[src/rtl/sdr_rfsh_pkg.sv]
package sdr_rfsh_pkg;

  typedef enum logic [3:0] {
    ST_WAIT, ST_PRE, ST_AR, ST_MRS, ST_EMRS, ST_IDLE, ST_SRE, ST_SRH, ST_SRX
  } st_e;

  typedef enum logic [2:0] {
    LC_PWR, LC_PRE, LC_AR, LC_MRS, LC_EMRS, LC_SRX
  } last_e;

  typedef enum logic [1:0] {
    PH_INIT, PH_REF, PH_SRIN, PH_SROUT
  } phase_e;

  typedef struct packed {
    logic cs_n;
    logic ras_n;
    logic cas_n;
    logic we_n;
  } pins_t;

  localparam pins_t PINS_NOP = 4'b0111;
  localparam pins_t PINS_PRE = 4'b0010;
  localparam pins_t PINS_REF = 4'b0001;
  localparam pins_t PINS_MRS = 4'b0000;

endpackage

[src/rtl/sdr_rfsh_delay.sv]
module sdr_rfsh_delay #(
  parameter int W       = 8,
  parameter int RST_VAL = 0
) (
  input  logic         clk,
  input  logic         rst_n,
  input  logic         load_i,
  input  logic [W-1:0] load_val_i,
  output logic         zero_o
);
  localparam logic [W-1:0] RV = W'(RST_VAL);

  logic [W-1:0] cnt_q, cnt_d;

  assign zero_o = (cnt_q == '0);

  always_comb begin
    if (load_i)       cnt_d = load_val_i;
    else if (!zero_o) cnt_d = cnt_q - 1'b1;
    else              cnt_d = cnt_q;
  end

  always_ff @(posedge clk or negedge rst_n) begin
    if (!rst_n) cnt_q <= RV;
    else        cnt_q <= cnt_d;
  end

  // a new spacing may only start once the previous one has elapsed
  assert_load_after_gap_R2: assert property (@(posedge clk) disable iff (!rst_n)
    load_i |-> zero_o);

endmodule

[src/rtl/sdr_rfsh_ivl.sv]
module sdr_rfsh_ivl #(
  parameter int REF_INT = 64,
  parameter int SLACK   = 8
) (
  input  logic clk,
  input  logic rst_n,
  input  logic ar_i,
  input  logic idle_i,
  output logic pend_o,
  output logic req_o,
  output logic expire_o
);
  localparam int IW = $clog2(REF_INT);
  localparam int SW = (SLACK > 1) ? $clog2(SLACK) : 1;
  localparam logic [IW-1:0] IV_TOP = IW'(REF_INT - 1);
  localparam logic [IW-1:0] IV_HIT = IW'(REF_INT - 2);
  localparam logic [SW-1:0] SL_TOP = SW'(SLACK - 1);

  logic [IW-1:0] ivl_q, ivl_d;
  logic          pend_q, pend_d;
  logic [SW-1:0] slk_q, slk_d;

  assign req_o    = pend_q && idle_i;
  assign expire_o = req_o && (slk_q == SL_TOP);
  assign pend_o   = pend_q;

  always_comb begin
    if (ar_i)                 ivl_d = '0;
    else if (ivl_q != IV_TOP) ivl_d = ivl_q + 1'b1;
    else                      ivl_d = ivl_q;

    if (ar_i)                 pend_d = 1'b0;
    else if (ivl_q == IV_HIT) pend_d = 1'b1;
    else                      pend_d = pend_q;

    if (!req_o)               slk_d = '0;
    else if (slk_q != SL_TOP) slk_d = slk_q + 1'b1;
    else                      slk_d = slk_q;
  end

  always_ff @(posedge clk or negedge rst_n) begin
    if (!rst_n) begin
      ivl_q  <= '0;
      pend_q <= 1'b0;
      slk_q  <= '0;
    end else begin
      ivl_q  <= ivl_d;
      pend_q <= pend_d;
      slk_q  <= slk_d;
    end
  end

  assert_pend_cleared_R5: assert property (@(posedge clk) disable iff (!rst_n)
    ar_i |=> !pend_q);

  assert_slack_bounded_R7: assert property (@(posedge clk) disable iff (!rst_n)
    !req_o |=> (slk_q == '0));

endmodule

[src/rtl/sdr_rfsh_fsm.sv]
module sdr_rfsh_fsm
  import sdr_rfsh_pkg::*;
#(
  parameter int              ADDR_W   = 12,
  parameter int              BA_W     = 2,
  parameter int              AP_BIT   = 10,
  parameter int              T_RP     = 3,
  parameter int              T_RFC    = 10,
  parameter int              T_MRD    = 2,
  parameter int              INIT_REF = 2,
  parameter int              SR_BURST = 4096,
  parameter int              DLY_W    = 16,
  parameter logic [BA_W-1:0] EMRS_BA  = 2'b10
) (
  input  logic              clk,
  input  logic              rst_n,
  input  logic              sr_req_i,
  input  logic              gnt_i,
  input  logic              pend_i,
  input  logic              expire_i,
  input  logic [ADDR_W-1:0] mode_i,
  input  logic [ADDR_W-1:0] ext_mode_i,
  input  logic              dly_zero_i,
  output logic              dly_load_o,
  output logic [DLY_W-1:0]  dly_val_o,
  output logic              idle_o,
  output logic              ar_o,
  output pins_t             pins_o,
  output logic              cke_o,
  output logic [ADDR_W-1:0] addr_o,
  output logic [BA_W-1:0]   ba_o,
  output logic              ready_o
);
  localparam int LMAX = (SR_BURST > INIT_REF) ? SR_BURST : INIT_REF;
  localparam int LW   = $clog2(LMAX + 1);
  localparam logic [DLY_W-1:0] G_RP  = DLY_W'(T_RP - 2);
  localparam logic [DLY_W-1:0] G_RFC = DLY_W'(T_RFC - 2);
  localparam logic [DLY_W-1:0] G_MRD = DLY_W'(T_MRD - 2);

  st_e             state_q, state_d;
  last_e           last_q, last_d;
  phase_e          phase_q, phase_d;
  logic [LW-1:0]   left_q, left_d;
  pins_t           pins_d;
  logic [ADDR_W-1:0] addr_d;
  logic [BA_W-1:0] ba_d;
  logic            cke_d, ready_d;

  assign idle_o = (state_q == ST_IDLE);
  assign ar_o   = (state_q == ST_AR);

  // next-state sequencing
  always_comb begin
    state_d    = state_q;
    last_d     = last_q;
    phase_d    = phase_q;
    left_d     = left_q;
    dly_load_o = 1'b0;
    dly_val_o  = '0;
    case (state_q)
      ST_WAIT: begin
        if (dly_zero_i) begin
          case (last_q)
            LC_PWR:  state_d = ST_PRE;
            LC_PRE:  state_d = ST_AR;
            LC_AR: begin
              if (left_q != '0)            state_d = ST_AR;
              else if (phase_q == PH_INIT) state_d = ST_MRS;
              else if (phase_q == PH_SRIN) state_d = ST_SRE;
              else                         state_d = ST_IDLE;
            end
            LC_MRS:  state_d = ST_EMRS;
            LC_EMRS: state_d = ST_IDLE;
            LC_SRX:  state_d = ST_AR;
            default: state_d = ST_IDLE;
          endcase
        end
      end
      ST_PRE: begin
        last_d = LC_PRE; dly_load_o = 1'b1; dly_val_o = G_RP; state_d = ST_WAIT;
      end
      ST_AR: begin
        last_d = LC_AR; left_d = left_q - 1'b1;
        dly_load_o = 1'b1; dly_val_o = G_RFC; state_d = ST_WAIT;
      end
      ST_MRS: begin
        last_d = LC_MRS; dly_load_o = 1'b1; dly_val_o = G_MRD; state_d = ST_WAIT;
      end
      ST_EMRS: begin
        last_d = LC_EMRS; dly_load_o = 1'b1; dly_val_o = G_MRD; state_d = ST_WAIT;
      end
      ST_IDLE: begin
        if (sr_req_i) begin
          state_d = ST_PRE; phase_d = PH_SRIN; left_d = LW'(SR_BURST);
        end else if (pend_i && (gnt_i || expire_i)) begin
          state_d = ST_PRE; phase_d = PH_REF; left_d = LW'(1);
        end
      end
      ST_SRE: state_d = ST_SRH;
      ST_SRH: if (!sr_req_i) state_d = ST_SRX;
      ST_SRX: begin
        last_d = LC_SRX; phase_d = PH_SROUT; left_d = LW'(SR_BURST);
        dly_load_o = 1'b1; dly_val_o = G_RFC; state_d = ST_WAIT;
      end
      default: state_d = ST_IDLE;
    endcase
  end

  // pin values for the state being entered
  always_comb begin
    pins_d = PINS_NOP;
    addr_d = '0;
    ba_d   = '0;
    case (state_d)
      ST_PRE: begin
        pins_d = PINS_PRE;
        addr_d[AP_BIT] = 1'b1;
      end
      ST_AR, ST_SRE: pins_d = PINS_REF;
      ST_MRS: begin
        pins_d = PINS_MRS;
        addr_d = mode_i;
      end
      ST_EMRS: begin
        pins_d = PINS_MRS;
        addr_d = ext_mode_i;
        ba_d   = EMRS_BA;
      end
      default: pins_d = PINS_NOP;
    endcase
    cke_d   = !((state_d == ST_SRE) || (state_d == ST_SRH));
    ready_d = (state_d == ST_IDLE);
  end

  always_ff @(posedge clk or negedge rst_n) begin
    if (!rst_n) begin
      state_q <= ST_WAIT;
      last_q  <= LC_PWR;
      phase_q <= PH_INIT;
      left_q  <= LW'(INIT_REF);
      pins_o  <= PINS_NOP;
      addr_o  <= '0;
      ba_o    <= '0;
      cke_o   <= 1'b1;
      ready_o <= 1'b0;
    end else begin
      state_q <= state_d;
      last_q  <= last_d;
      phase_q <= phase_d;
      left_q  <= left_d;
      pins_o  <= pins_d;
      addr_o  <= addr_d;
      ba_o    <= ba_d;
      cke_o   <= cke_d;
      ready_o <= ready_d;
    end
  end

  assert_ready_bus_quiet_R4: assert property (@(posedge clk) disable iff (!rst_n)
    ready_o |-> (pins_o == PINS_NOP) && cke_o);

  assert_cke_low_not_ready_R9: assert property (@(posedge clk) disable iff (!rst_n)
    !cke_o |-> !ready_o);

  assert_exit_with_nop_R10: assert property (@(posedge clk) disable iff (!rst_n)
    $rose(cke_o) |-> (pins_o == PINS_NOP));

  assert_selfref_wins_R11: assert property (@(posedge clk) disable iff (!rst_n)
    (idle_o && sr_req_i) |=> (phase_q == PH_SRIN) && (pins_o == PINS_PRE));

  assert_grant_starts_R6: assert property (@(posedge clk) disable iff (!rst_n)
    (idle_o && pend_i && gnt_i && !sr_req_i) |=> (pins_o == PINS_PRE) && !ready_o);

endmodule

[src/rtl/sdr_refresh_sched.sv]
module sdr_refresh_sched
  import sdr_rfsh_pkg::*;
#(
  parameter int ADDR_W   = 12,
  parameter int BA_W     = 2,
  parameter int PWR_CYC  = 20000,
  parameter int T_RP     = 3,
  parameter int T_RFC    = 10,
  parameter int T_MRD    = 2,
  parameter int INIT_REF = 2,
  parameter int REF_INT  = 1560,
  parameter int SLACK    = 8,
  parameter int SR_BURST = 4096
) (
  input  logic              clk,
  input  logic              rst_n,
  input  logic [ADDR_W-1:0] mode_i,
  input  logic [ADDR_W-1:0] ext_mode_i,
  input  logic              sr_req_i,
  input  logic              rf_gnt_i,
  output logic              rf_req_o,
  output logic              ready_o,
  output logic              cke_o,
  output logic              cs_n_o,
  output logic              ras_n_o,
  output logic              cas_n_o,
  output logic              we_n_o,
  output logic [BA_W-1:0]   ba_o,
  output logic [ADDR_W-1:0] addr_o
);
  localparam int AP_BIT = 10;
  localparam int M1     = (PWR_CYC > T_RFC) ? PWR_CYC : T_RFC;
  localparam int M2     = (M1 > T_RP) ? M1 : T_RP;
  localparam int MAXD   = (M2 > T_MRD) ? M2 : T_MRD;
  localparam int DLY_W  = $clog2(MAXD + 1);

  logic [1:0] rsync_q;
  logic       rst_s_n;

  always_ff @(posedge clk or negedge rst_n) begin
    if (!rst_n) rsync_q <= 2'b00;
    else        rsync_q <= {rsync_q[0], 1'b1};
  end
  assign rst_s_n = rsync_q[1];

  logic             dly_load, dly_zero, idle, ar, pend, expire;
  logic [DLY_W-1:0] dly_val;
  pins_t            pins;

  sdr_rfsh_delay #(.W(DLY_W), .RST_VAL(PWR_CYC - 1)) u_delay (
    .clk(clk), .rst_n(rst_s_n), .load_i(dly_load), .load_val_i(dly_val), .zero_o(dly_zero)
  );

  sdr_rfsh_ivl #(.REF_INT(REF_INT), .SLACK(SLACK)) u_ivl (
    .clk(clk), .rst_n(rst_s_n), .ar_i(ar), .idle_i(idle),
    .pend_o(pend), .req_o(rf_req_o), .expire_o(expire)
  );

  sdr_rfsh_fsm #(
    .ADDR_W(ADDR_W), .BA_W(BA_W), .AP_BIT(AP_BIT), .T_RP(T_RP), .T_RFC(T_RFC),
    .T_MRD(T_MRD), .INIT_REF(INIT_REF), .SR_BURST(SR_BURST), .DLY_W(DLY_W),
    .EMRS_BA(BA_W'(2))
  ) u_fsm (
    .clk(clk), .rst_n(rst_s_n), .sr_req_i(sr_req_i), .gnt_i(rf_gnt_i),
    .pend_i(pend), .expire_i(expire), .mode_i(mode_i), .ext_mode_i(ext_mode_i),
    .dly_zero_i(dly_zero), .dly_load_o(dly_load), .dly_val_o(dly_val),
    .idle_o(idle), .ar_o(ar), .pins_o(pins), .cke_o(cke_o),
    .addr_o(addr_o), .ba_o(ba_o), .ready_o(ready_o)
  );

  assign cs_n_o  = pins.cs_n;
  assign ras_n_o = pins.ras_n;
  assign cas_n_o = pins.cas_n;
  assign we_n_o  = pins.we_n;

  assert_precharge_all_R8: assert property (@(posedge clk) disable iff (!rst_s_n)
    (pins == PINS_PRE) |-> addr_o[AP_BIT]);

  assert_req_only_ready_R5: assert property (@(posedge clk) disable iff (!rst_s_n)
    rf_req_o |-> ready_o);

endmodule

[config.mk]
export PLATFORM = sky130hd
export DESIGN_NAME = sdr_refresh_sched
export DESIGN_NICKNAME = d
export VERILOG_FILES = /design/src/rtl/sdr_rfsh_pkg.sv /design/src/rtl/sdr_rfsh_delay.sv /design/src/rtl/sdr_rfsh_ivl.sv /design/src/rtl/sdr_rfsh_fsm.sv /design/src/rtl/sdr_refresh_sched.sv
export SDC_FILE = /design/constraint.sdc
export NUM_CORES = 1
export LEC_CHECK = 0
export BUFFER_PORTS_ARGS = -buffer_cell sky130_fd_sc_hd__buf_2
export CAP_MARGIN = 0
export CORE_MARGIN = 2
export CORE_UTILIZATION = 55
export CTS_BUF_LIST = sky130_fd_sc_hd__clkbuf_16
export DETAILED_ROUTE_END_ITERATION = 10
export PLACE_DENSITY = 0.8
export SYNTH_ARGS = -nofsm -noshare
export SYNTH_HDL_FRONTEND = slang
export SYNTH_HIERARCHICAL = 1
export SYNTH_SLANG_ARGS = --single-unit
[constraint.sdc]
create_clock -name clk -period 2.9 [get_ports clk]
set_clock_uncertainty 0.15 [all_clocks]
set_input_delay 0.58 -clock clk [delete_from_list [all_inputs] [get_ports clk]]
set_output_delay 0.58 -clock clk [all_outputs]
set_load 0.01 [all_outputs]
==> results of run 1 <==
worst max-delay path by stage:
stage / startpoint / endpoint / slack, ns / depth (start not counted)
2_1_floorplan: u_delay/cnt_q[5]$_DFFE_PN0P_ / u_fsm/addr_o[0]$_DFF_PN0_ / -0.17 / 11
3_3_place_gp: u_delay/cnt_q[0]$_DFFE_PN1P_ / u_fsm/addr_o[3]$_DFF_PN0_ / 0.06 / 10
5_1_grt: u_delay/cnt_q[5]$_DFFE_PN0P_ / u_fsm/addr_o[3]$_DFF_PN0_ / -0.11 / 8
4_1_cts: u_delay/cnt_q[1]$_DFFE_PN1P_ / u_fsm/addr_o[4]$_DFF_PN0_ / 0.008 / 10
6_report: u_delay/cnt_q[5]$_DFFE_PN0P_ / u_fsm/addr_o[3]$_DFF_PN0_ / 0.004 / 8
3_5_place_dp: u_delay/cnt_q[0]$_DFFE_PN1P_ / u_fsm/addr_o[11]$_DFF_PN0_ / -0.06 / 10
worst max-delay path, delay by kind of cell, from the launching register on:
family	cells	cell delay [ns]
AO/OA/AOI/OAI	2	0.42
buffers and inverters	1	0.20
flip-flops	1	0.41
AND/OR/NAND/NOR	5	1.65
metal layers:
layer	part of all wire [%]	routed length [um]	global-route usage [%]
met3	4.1	343	5.69
met4	1.7	142	8.82
met1	43	3560	29.9
met5	0	0	0
met2	51	4300	40.1
cell usage in the layout, fill, tap and decap left out, types with 5 or more instances in the layout:
master | netlist | layout
nand3_1 | 7 | 7
a21oi_1 | 26 | 26
buf_2 | 2 | 46
nor2b_1 | 8 | 8
nor3_1 | 10 | 9
a22o_1 | 11 | 11
xnor2_1 | 15 | 15
nor2_1 | 30 | 30
inv_1 | 13 | 11
clkbuf_16 | 0 | 9
nand2_1 | 28 | 28
buf_4 | 16 | 26
nor4_1 | 6 | 6
dfstp_2 | 14 | 14
o31ai_1 | 14 | 14
nand3b_1 | 7 | 7
ha_1 | 6 | 5
conb_1 | 2 | 16
dfrtp_1 | 58 | 57
or3_1 | 11 | 11
o21ai_0 | 16 | 15
or4_1 | 10 | 8
registers in the layout, indices dropped and copies added (netlist names), 3 cells and up:
register / count
u_delay/cnt_q: 15
u_fsm/addr_o: 12
u_fsm/last_q: 3
u_fsm/left_q: 13
u_fsm/pins_o: 3
u_fsm/state_q: 4
u_ivl/ivl_q: 11
u_ivl/slk_q: 3
layout make-up:
cell class	instances	area [sq um]	area share, %
Multi-Input combinational cell	285	1920	40.7
Sequential cell	72	1820	38.5
Timing Repair Buffer	76	487	10.3
Clock buffer	9	225	4.76
Tap cell	96	120	2.54
Clock inverter	7	96.3	2.04
Inverter	15	58.8	1.24
cells by family (layout without fill, tap and decap cells):
kind of cell	Yosys count	count (layout)
compound gates	90	90
buf+inv	45	107
simple gates	149	149
other cells	2	16
fa+ha+maj	6	6
mux	5	5
flops	72	72
xor+xnor	19	19
power by group:
group | internal (mW) | switching (mW) | total (mW)
registers | 1.24 | 0.217 | 1.46
clock network | 0.752 | 0.421 | 1.17
logic | 0.345 | 0.343 | 0.688
total | 2.34 | 0.980 | 3.32
cell usage after synthesis, types with 11 or more instances:
| library cell | count | share of area [%] |
|---|---|---|
| a21oi_1 | 26 | 3.3 |
| a22o_1 | 11 | 2.5 |
| buf_4 | 16 | 3.1 |
| dfrtp_1 | 58 | 37 |
| dfstp_2 | 14 | 9.4 |
| inv_1 | 13 | 1.2 |
| nand2_1 | 28 | 2.7 |
| nor2_1 | 30 | 2.9 |
| o21ai_0 | 16 | 2.0 |
| o31ai_1 | 14 | 2.7 |
| or3_1 | 11 | 1.8 |
| xnor2_1 | 15 | 3.4 |
what timing repair did:
action / in CTS / in global routing
gates cloned: 1 / 0
hold buffers: 1 / 0
hold endpoints to repair: 2 / 0
gates resized for setup: 10 / 1
setup buffers: 9 / 1
setup endpoints to repair: 14 / 12
pin swaps: 5 / 10
==> flow_metrics.tcl, run 1 <==
set metrics [dict create \
    clockBufferDepth 2 \
    cts.sinks 72 \
    worstSkewPairLatency_ns 0.33 \
    cts-root-buf "clkbuf_16" \
    async_flop_share_pct 100 \
    drive_gt1_share_pct 30.2 \
    critPathMaxFanout 5 \
    grtUsageTotal_pct 23.8 \
    synth_cells 388 \
    via_per_inst 5.56 \
    finalSetupViolCount 0 \
    dpl.cell_count 532 \
    initial_utilization_pct 57.2 \
    core-area_sq_um 6830 \
    synth.distinct_cells 63 \
    r2r_slack_ns 0.004 \
    cp_slowest_cell "or4_4" \
    placed_area_sq_um 4270 \
    syn_to_final_growth_pct 21.1 \
    synthXorXnorAreaFrac_pct 4.26 \
    cts_tree "done" \
    antenna_found_initial 0 \
    drtIter0Drc 198 \
    h-tree-depth 3 \
    num_rows 30 \
    die_w_um 88.3 \
    regToRegStartpoint "u_delay/cnt_q[5]$_DFFE_PN0P_" \
    post-place-ws_ns -0.0596 \
    numCtsBuffers 9 \
    relSlewSlack_pct 51.6 \
    holdWs_ns 0.178 \
    gp_congestion 0.840 \
    p_leak_nw 2.11 \
    yosys.area_share.simple_pct 23.7 \
    synth_mux_area_share_pct 1.38 \
    first_pass_iters 4 \
    synthFlopType "dfrtp_1" \
    clk_pin_slew_ns 0.06 \
    fmax_mhz 345 \
    synth_area_per_cell_sq_um 10.1 \
    drtAntennaViolNets 0 \
    portBuffers 46 \
    holdCritPathClass "register to asynchronous set/reset pin" \
    ys_seq_area_share_pct 46.5 \
    grt_pass1_wl_mm 14.3 \
    syn_area_sq_um 3910 \
    stdcell_area_sq_um 4730 \
    pwr_density_cell_nw_per_um2 701 \
    grt_overflow 0 \
    maxCapViolCount 0 \
    synth_compound_area_share_pct 15.5 \
    synth_edf_count 0 \
    synthAdderAreaFrac_pct 1.92 \
    final.setup.worst_slack_ns 0.00381 \
    status "complete, no violations" \
    drcViolationCount 0 \
    hold_violations 0 \
    slew_violations 0 \
    synth_seq_cells 72 \
    ys_warn_count 6 \
    avgRoutedWirePerCell_um 14.9 \
    routed_wl_mm 8.34 \
    die_y_um 88.3 \
    finalCritPeriodShare_pct 99.9 \
    r2r_end "u_fsm/addr_o[3]$_DFF_PN0_" \
    cp_data_required_time_ns 3.02 \
    vias 3116 \
    ir_drop_mv 0.487 \
    r2r_cells 8 \
    grt_pass1_vias 3107 \
    cp_cell_sequence "or4_4 -> nor4_4 -> nand3_4 -> or4_4 -> o221a_4 -> nor4_4 -> buf_4 -> a22o_1" \
    tns_ns 0 \
    fin_util_pct 69.3 \
    dp_hpwl_mm 5.43 \
    final_nets 493 \
    cp-start-kind "register" \
    grt_max_degree 39 \
    fillers 504 \
    worstSetupPathType "register to register" \
    rsz0062_at_grt "yes" \
    fin_crit_ns 2.90 \
    io_pins 49 \
    power.total_mw 3.32 \
    synth_top_family_by_area "simple AND/OR/NAND/NOR gates" \
    crit_arrival_ns 3.02 \
    max_slew.worst_pin.slew_ns 0.726 \
    diodes 0 \
    endpoint_kind "register" \
    max_stage_delay_ns 0.55 \
    final_cell_count_no_fill 560 \
    die_area_sq_um 7800 \
]
Note: power is estimated with default switching activity, not from simulation.
==> inputs of run 2 (changes only) <==
--- a/config.mk
+++ b/config.mk
@@ -5,6 +5,7 @@
 export SDC_FILE = /design/constraint.sdc
 export NUM_CORES = 1
 export LEC_CHECK = 0
+export ABC_AREA = 1
 export BUFFER_PORTS_ARGS = -buffer_cell sky130_fd_sc_hd__buf_2
 export CAP_MARGIN = 0
 export CORE_MARGIN = 2
@@ -12,6 +13,7 @@
 export CTS_BUF_LIST = sky130_fd_sc_hd__clkbuf_16
 export DETAILED_ROUTE_END_ITERATION = 10
 export PLACE_DENSITY = 0.8
+export SLEW_MARGIN = 20
 export SYNTH_ARGS = -nofsm -noshare
 export SYNTH_HDL_FRONTEND = slang
 export SYNTH_HIERARCHICAL = 1
==> flow_metrics.tcl, run 2 <==
set metrics [dict create \
    status "complete, no violations" \
    portBuffers 46 \
    grt_pass1_wl_mm 14.9 \
    synth.distinct_cells 44 \
    syn_to_final_growth_pct 14.1 \
    numCtsBuffers 9 \
    cts_resized 0 \
    wl_met2_mm 3.89 \
    final.setup.worst_slack_ns 0.323 \
    io_pins 49 \
    regToRegStartpoint "u_fsm/state_q[0]$_DFF_PN0_" \
    dp_hpwl_mm 6.07 \
    mostFrequentLayoutCells "146 x nand2_1, 71 x nor2_1, 58 x inv_1, 57 x dfrtp_1, 46 x buf_2" \
    initial_utilization_pct 57.4 \
    clk_pin_slew_ns 0.06 \
    largest_register_ffs 15 \
    diodes 0 \
    ys_top_cells_by_count "146 x nand2_1, 71 x nor2_1, 58 x dfrtp_1, 57 x inv_1, 26 x nand4_1" \
    crit_end "u_fsm/addr_o[6]$_DFF_PN0_" \
    p_leak_nw 2.53 \
    fin_crit_ns 2.58 \
    r2r_slack_ns 0.32 \
    finalCritPeriodShare_pct 88.9 \
    cp_cell_sequence "inv_2 -> nor3_4 -> nand2_1 -> nor2_1 -> o21a_1 -> nor2_4 -> nor2_1 -> nand3_2 -> nor2_1 -> buf_4 -> nand2_1 -> nand2_1" \
    maxCapViolCount 0 \
    wl_met1_mm 3.91 \
    clockBufferDepth 2 \
    crit_arrival_ns 2.69 \
    ys_seq_area_share_pct 43.5 \
    vias 3526 \
    routed_wl_mm 8.29 \
    cts_setup_buffers 0 \
    yosysTopAreaCell "dfrtp_1" \
    cp_data_required_time_ns 3.01 \
    gp_congestion 0.855 \
    h-tree-depth 3 \
    largest-register "u_delay/cnt_q" \
    cts_hold_buf 1 \
    fmax_mhz 388 \
    via_per_inst 5.09 \
    grtUsageTotal_pct 21.7 \
    tns_ns 0 \
    core-area_sq_um 7290 \
    max_stage_delay_ns 0.49 \
    final_nets 623 \
    cp-start-kind "register" \
    grt_max_degree 40 \
    cts_tree "done" \
    drtIter0Drc 186 \
    worstSetupPathType "register to register" \
    async_flop_share_pct 100 \
    synth_top_area_share_pct 34.7 \
    synthFlopType "dfrtp_1" \
    cp_slowest_cell "dfrtp_1" \
    post-place-ws_ns 0.387 \
    cts.sinks 72 \
    relSlewSlack_pct 53.7 \
    fin_util_pct 65.4 \
    finalSetupViolCount 0 \
    r2r_end "u_fsm/addr_o[6]$_DFF_PN0_" \
    grt_pass1_vias 3458 \
    grt_overflow 0 \
    ir_drop_mv 0.338 \
    startpoint "u_fsm/state_q[0]$_DFF_PN0_" \
    drcViolationCount 0 \
    drive_gt1_share_pct 20.0 \
    hold_violations 0 \
    pwr_density_cell_nw_per_um2 690 \
    dr_wl_met3_um 367 \
    first_pass_iters 5 \
    slew_violations 0 \
    layout_commonest_cell "nand2_1" \
    avgRoutedWirePerCell_um 12.0 \
    synth_edf_count 0 \
    die_area_sq_um 8320 \
    reg.largest.list "u_delay/cnt_q (15), u_fsm/left_q (13), u_fsm/addr_o (12)" \
    rsz0062_at_grt "no" \
    cts-root-buf "clkbuf_16" \
    holdCritPathClass "register to asynchronous set/reset pin" \
    synth_seq_cells 72 \
    endpoint_kind "register" \
    syn_area_sq_um 4180 \
    worstSkewPairLatency_ns 0.33 \
    synth_area_per_cell_sq_um 7.76 \
    antenna_found_initial 0 \
    synth_cells 539 \
    num_rows 31 \
    critPathMaxFanout 11 \
    drtAntennaViolNets 0 \
    ys_warn_count 6 \
    top_layer "met4" \
    max_slew.worst_pin.slew_ns 0.695 \
    synth_area_leaders "dfrtp_1 35%, nand2_1 13%, dfstp_2 8.8%, nor2_1 6.4%, inv_1 5.1%" \
    die_w_um 91.2 \
    synth_most_common_cell "nand2_1" \
    die_y_um 91.2 \
    r2r_cells 12 \
]
## run 2: final cells by class
| class | instances | area, sq um |
|---|---|---|
| Clock buffer | 9 | 225 |
| Fill cell | 619 | 2520 |
| Inverter | 65 | 245 |
| Clock inverter | 7 | 87.6 |
| Multi-Input combinational cell | 391 | 1990 |
| Timing Repair Buffer | 50 | 275 |
| Tap cell | 99 | 124 |
| Sequential cell | 72 | 1820 |
## run 2: per-stage QoR
step	area, sq um	power, mW	hold WS [ns]	std cells
after CTS	4770	3.31	0.203	693
after global routing	4770	3.51	0.213	693
final	4770	3.29	0.164	693
after detailed placement	4450	2.14	0.192	676
after floorplan	4240	1.98	0.134	553
after global placement	4450	2.10	0.189	676
## run 2: cells by family after synthesis
family,count (synthesis),synth area share (%)
and+or+nand+nor,310,36.2
buffers and inverters,90,10.1
DFF,72,43.5
AOI/OAI and AO/OA,53,6.97
xor gates and xnor gates,6,1.26
adders and majority gates,6,1.79
other,2,0.180
## run 2: routing by layer
layer	track usage, %	vias up
met5	0	-
met4	7.95	0
met3	3.82	15
met2	35.9	101
met1	28.6	1607
li1	-	1803
## run 2: power breakdown
part	internal, mW	switching [mW]	leakage (nW)
combinational	0.273	0.440	1.49
clock	0.745	0.406	0.152
sequential	1.22	0.206	0.894
## run 2: worst min path at each step
stage                          from                   endpoint  slack (ns)  cells after the start
2_1_floorplan                 rst_n       rsync_q[0]$_DFF_PN0_        0.13                      0
3_3_place_gp   rsync_q[1]$_DFF_PN0_    u_fsm/ready_o$_DFF_PN0_        0.19                      0
3_5_place_dp   rsync_q[0]$_DFF_PN0_       rsync_q[1]$_DFF_PN0_        0.19                      0
4_1_cts        rsync_q[1]$_DFF_PN0_  u_fsm/addr_o[3]$_DFF_PN0_        0.20                      0
5_1_grt        rsync_q[0]$_DFF_PN0_       rsync_q[1]$_DFF_PN0_        0.21                      0
6_report       rsync_q[1]$_DFF_PN0_    u_fsm/ready_o$_DFF_PN0_        0.16                      0
## run 2: critical path, delay by kind of cell, from the launching register on
kind / cells / cell delay [ns]
AND/OR/NAND/NOR: 9 / 1.37
buffers and inverters: 2 / 0.28
AO/OA/AOI/OAI: 1 / 0.21
flip-flops: 1 / 0.49
==> inputs of run 3 (changes only) <==
--- a/config.mk
+++ b/config.mk
@@ -6,13 +6,13 @@
 export NUM_CORES = 1
 export LEC_CHECK = 0
 export ABC_AREA = 1
-export BUFFER_PORTS_ARGS = -buffer_cell sky130_fd_sc_hd__buf_2
 export CAP_MARGIN = 0
 export CORE_MARGIN = 2
 export CORE_UTILIZATION = 55
-export CTS_BUF_LIST = sky130_fd_sc_hd__clkbuf_16
+export CTS_BUF_LIST = sky130_fd_sc_hd__clkbuf_8
 export DETAILED_ROUTE_END_ITERATION = 10
-export PLACE_DENSITY = 0.8
+export DONT_BUFFER_PORTS = 1
+export PLACE_DENSITY = 0.74
 export SLEW_MARGIN = 20
 export SYNTH_ARGS = -nofsm -noshare
 export SYNTH_HDL_FRONTEND = slang
==> flow_metrics.tcl, run 3 (same netlist as run 2, synthesis figures left out) <==
set metrics [dict create \
    final_nets 577 \
    first_pass_iters 5 \
    finalCritPeriodShare_pct 85.8 \
    critical_path_depth 14 \
    regToRegStartpoint "u_delay/cnt_q[0]$_DFFE_PN1P_" \
    cp_cell_sequence "inv_2 -> ha_1 -> nand3_4 -> nor2_8 -> nand3_4 -> clkinv_2 -> nand2_1 -> nor2_1 -> nand2_1 -> nand2_1 -> inv_1 -> nand2_1 -> o21ai_0 -> nor2_1" \
    slew_violations 0 \
    largest-register "u_delay/cnt_q" \
    clk_pin_slew_ns 0.07 \
    numCtsBuffers 9 \
    tns_ns 0 \
    cp_slowest_cell "dfstp_2" \
    vias 3330 \
    grtUsageTotal_pct 20.9 \
    fmax_mhz 402 \
    drive_gt1_share_pct 13.9 \
    max_slew.worst_pin.slew_ns 0.661 \
    reg.largest.list "u_delay/cnt_q (15), u_fsm/left_q (13), u_fsm/addr_o (12)" \
    h-tree-depth 3 \
    antenna_found_initial 0 \
    die_area_sq_um 8320 \
    r2r_end "u_fsm/pins_o[2]$_DFF_PN1_" \
    core-area_sq_um 7290 \
    layout_commonest_cell "nand2_1" \
    finalSetupViolCount 0 \
    critPathMaxFanout 14 \
    final_cell_count_no_fill 647 \
    maxCapViolCount 0 \
    mostFrequentLayoutCells "146 x nand2_1, 71 x nor2_1, 57 x dfrtp_1, 57 x inv_1, 26 x nand4_1" \
    status "complete, no violations" \
    gp_congestion 0.845 \
    regArea_sq_um 1820 \
    cts_setup_buffers 0 \
    dp_hpwl_mm 5.92 \
    p_leak_nw 2.28 \
    grt_max_degree 41 \
    cp.buffers_inverters 3 \
    die_w_um 91.2 \
    dpl.cell_count 630 \
    final.setup.worst_slack_ns 0.412 \
    drcViolationCount 0 \
    cts.sinks 72 \
    portBuffers 0 \
    pwr_density_cell_nw_per_um2 642 \
    clockBufferDepth 2 \
    multi_input_area_sq_um 1990 \
    crit_top_cell "nand2_1" \
    grt_pass1_vias 3193 \
    drtAntennaViolNets 0 \
    largest_register_ffs 15 \
    cp-start-kind "register" \
    fillers 653 \
    routed_wl_mm 8.06 \
    worstSetupPathType "register to register" \
    post-place-ws_ns 0.404 \
    diodes 0 \
    r2r_slack_ns 0.41 \
    fin_crit_ns 2.49 \
    r2r_cells 14 \
    avgRoutedWirePerCell_um 12.5 \
    num_rows 31 \
    path_delay_family "simple AND/OR/NAND/NOR gates" \
    crit_arrival_ns 2.61 \
    initial_utilization_pct 57.4 \
    ir_drop_mv 0.426 \
    holdCritPathClass "register to asynchronous set/reset pin" \
    grt_overflow 0 \
    syn_to_final_growth_pct 5.44 \
    crit_end "u_fsm/pins_o[2]$_DFF_PN1_" \
    worstSkewPairLatency_ns 0.34 \
    drtIter0Drc 216 \
    cts_tree "done" \
    die_y_um 91.2 \
    cp_data_required_time_ns 3.02 \
    startpoint "u_delay/cnt_q[0]$_DFFE_PN1P_" \
    io_pins 49 \
    endpoint_kind "register" \
    rsz0062_at_grt "no" \
    hold_violations 0 \
    via_per_inst 5.15 \
    max_stage_delay_ns 0.39 \
    cts-root-buf "clkbuf_8" \
    grt_pass1_wl_mm 14.2 \
    relSlewSlack_pct 55.9 \
]
## run 3: changes by cell type in the layout (fill, tap and decap cells not counted), sizes merged
cell and delta:
buf -46, bufinv -2, clkbuf +2, clkinv +1, inv -1
## run 3: worst min path at each step
stage / from / to / slack (ns) / cells past startpoint
after floorplan: rst_n / rsync_q[0]$_DFF_PN0_ / 0.13 / 0
after global placement: rst_n / rsync_q[0]$_DFF_PN0_ / 0.13 / 0
after detailed placement: rst_n / rsync_q[0]$_DFF_PN0_ / 0.13 / 0
after CTS: rsync_q[1]$_DFF_PN0_ / u_fsm/addr_o[7]$_DFF_PN0_ / 0.18 / 0
after global routing: mode_i[7] / u_fsm/addr_o[7]$_DFF_PN0_ / 0.18 / 2
final: rsync_q[1]$_DFF_PN0_ / u_fsm/addr_o[4]$_DFF_PN0_ / 0.15 / 0
## run 3: stage by stage
stage | hold WS (ns) | power (mW) | utilization [%] | area, sq um
floorplan | 0.134 | 1.98 | - | 4240
global route | 0.178 | 3.05 | 60.5 | 4410
detailed placement | 0.134 | 2.12 | 57.8 | 4220
finish | 0.155 | 2.83 | 60.5 | 4410
CTS | 0.179 | 2.85 | 60.5 | 4410
global placement | 0.134 | 2.09 | 57.8 | 4220
## run 3: routing by layer
metal  wire length [um]  GRT usage [%]  vias up
met3                451           5.31        6
met2               3820           34.9       82
li1                   -              -     1713
met4                 40           5.56        0
met5                  0              0        -
met1               3740           27.1     1529
## run 3: repair_timing
action / 4_1_cts / 5_1_grt
hold buffers: 1 / 0
hold endpoints to repair: 2 / 0
gates resized for setup: 0 / 0
## run 3: worst reg2reg max path: stages (launching register included)
cell	delay [ns]
dfstp_2	0.39
inv_2	0.07
ha_1	0.25
nand3_4	0.13
nor2_8	0.21
nand3_4	0.13
clkinv_2	0.08
nand2_1	0.05
nor2_1	0.16
nand2_1	0.07
nand2_1	0.15
inv_1	0.22
nand2_1	0.14
o21ai_0	0.11
nor2_1	0.13
## run 3: area by class of cell
class	count	share of cell area (%)
clock buffer	11	3.43
sequential	72	41.3
tap	99	2.81
clock inverter	5	0.709
multi-input combinational	391	45.2
inverter	65	5.56
timing repair buffer	4	1.02
## run 3: power breakdown
group / total [mW] / switching (mW) / internal (mW)
logic: 0.684 / 0.425 / 0.259
clock network: 0.729 / 0.374 / 0.354
registers: 1.42 / 0.202 / 1.22
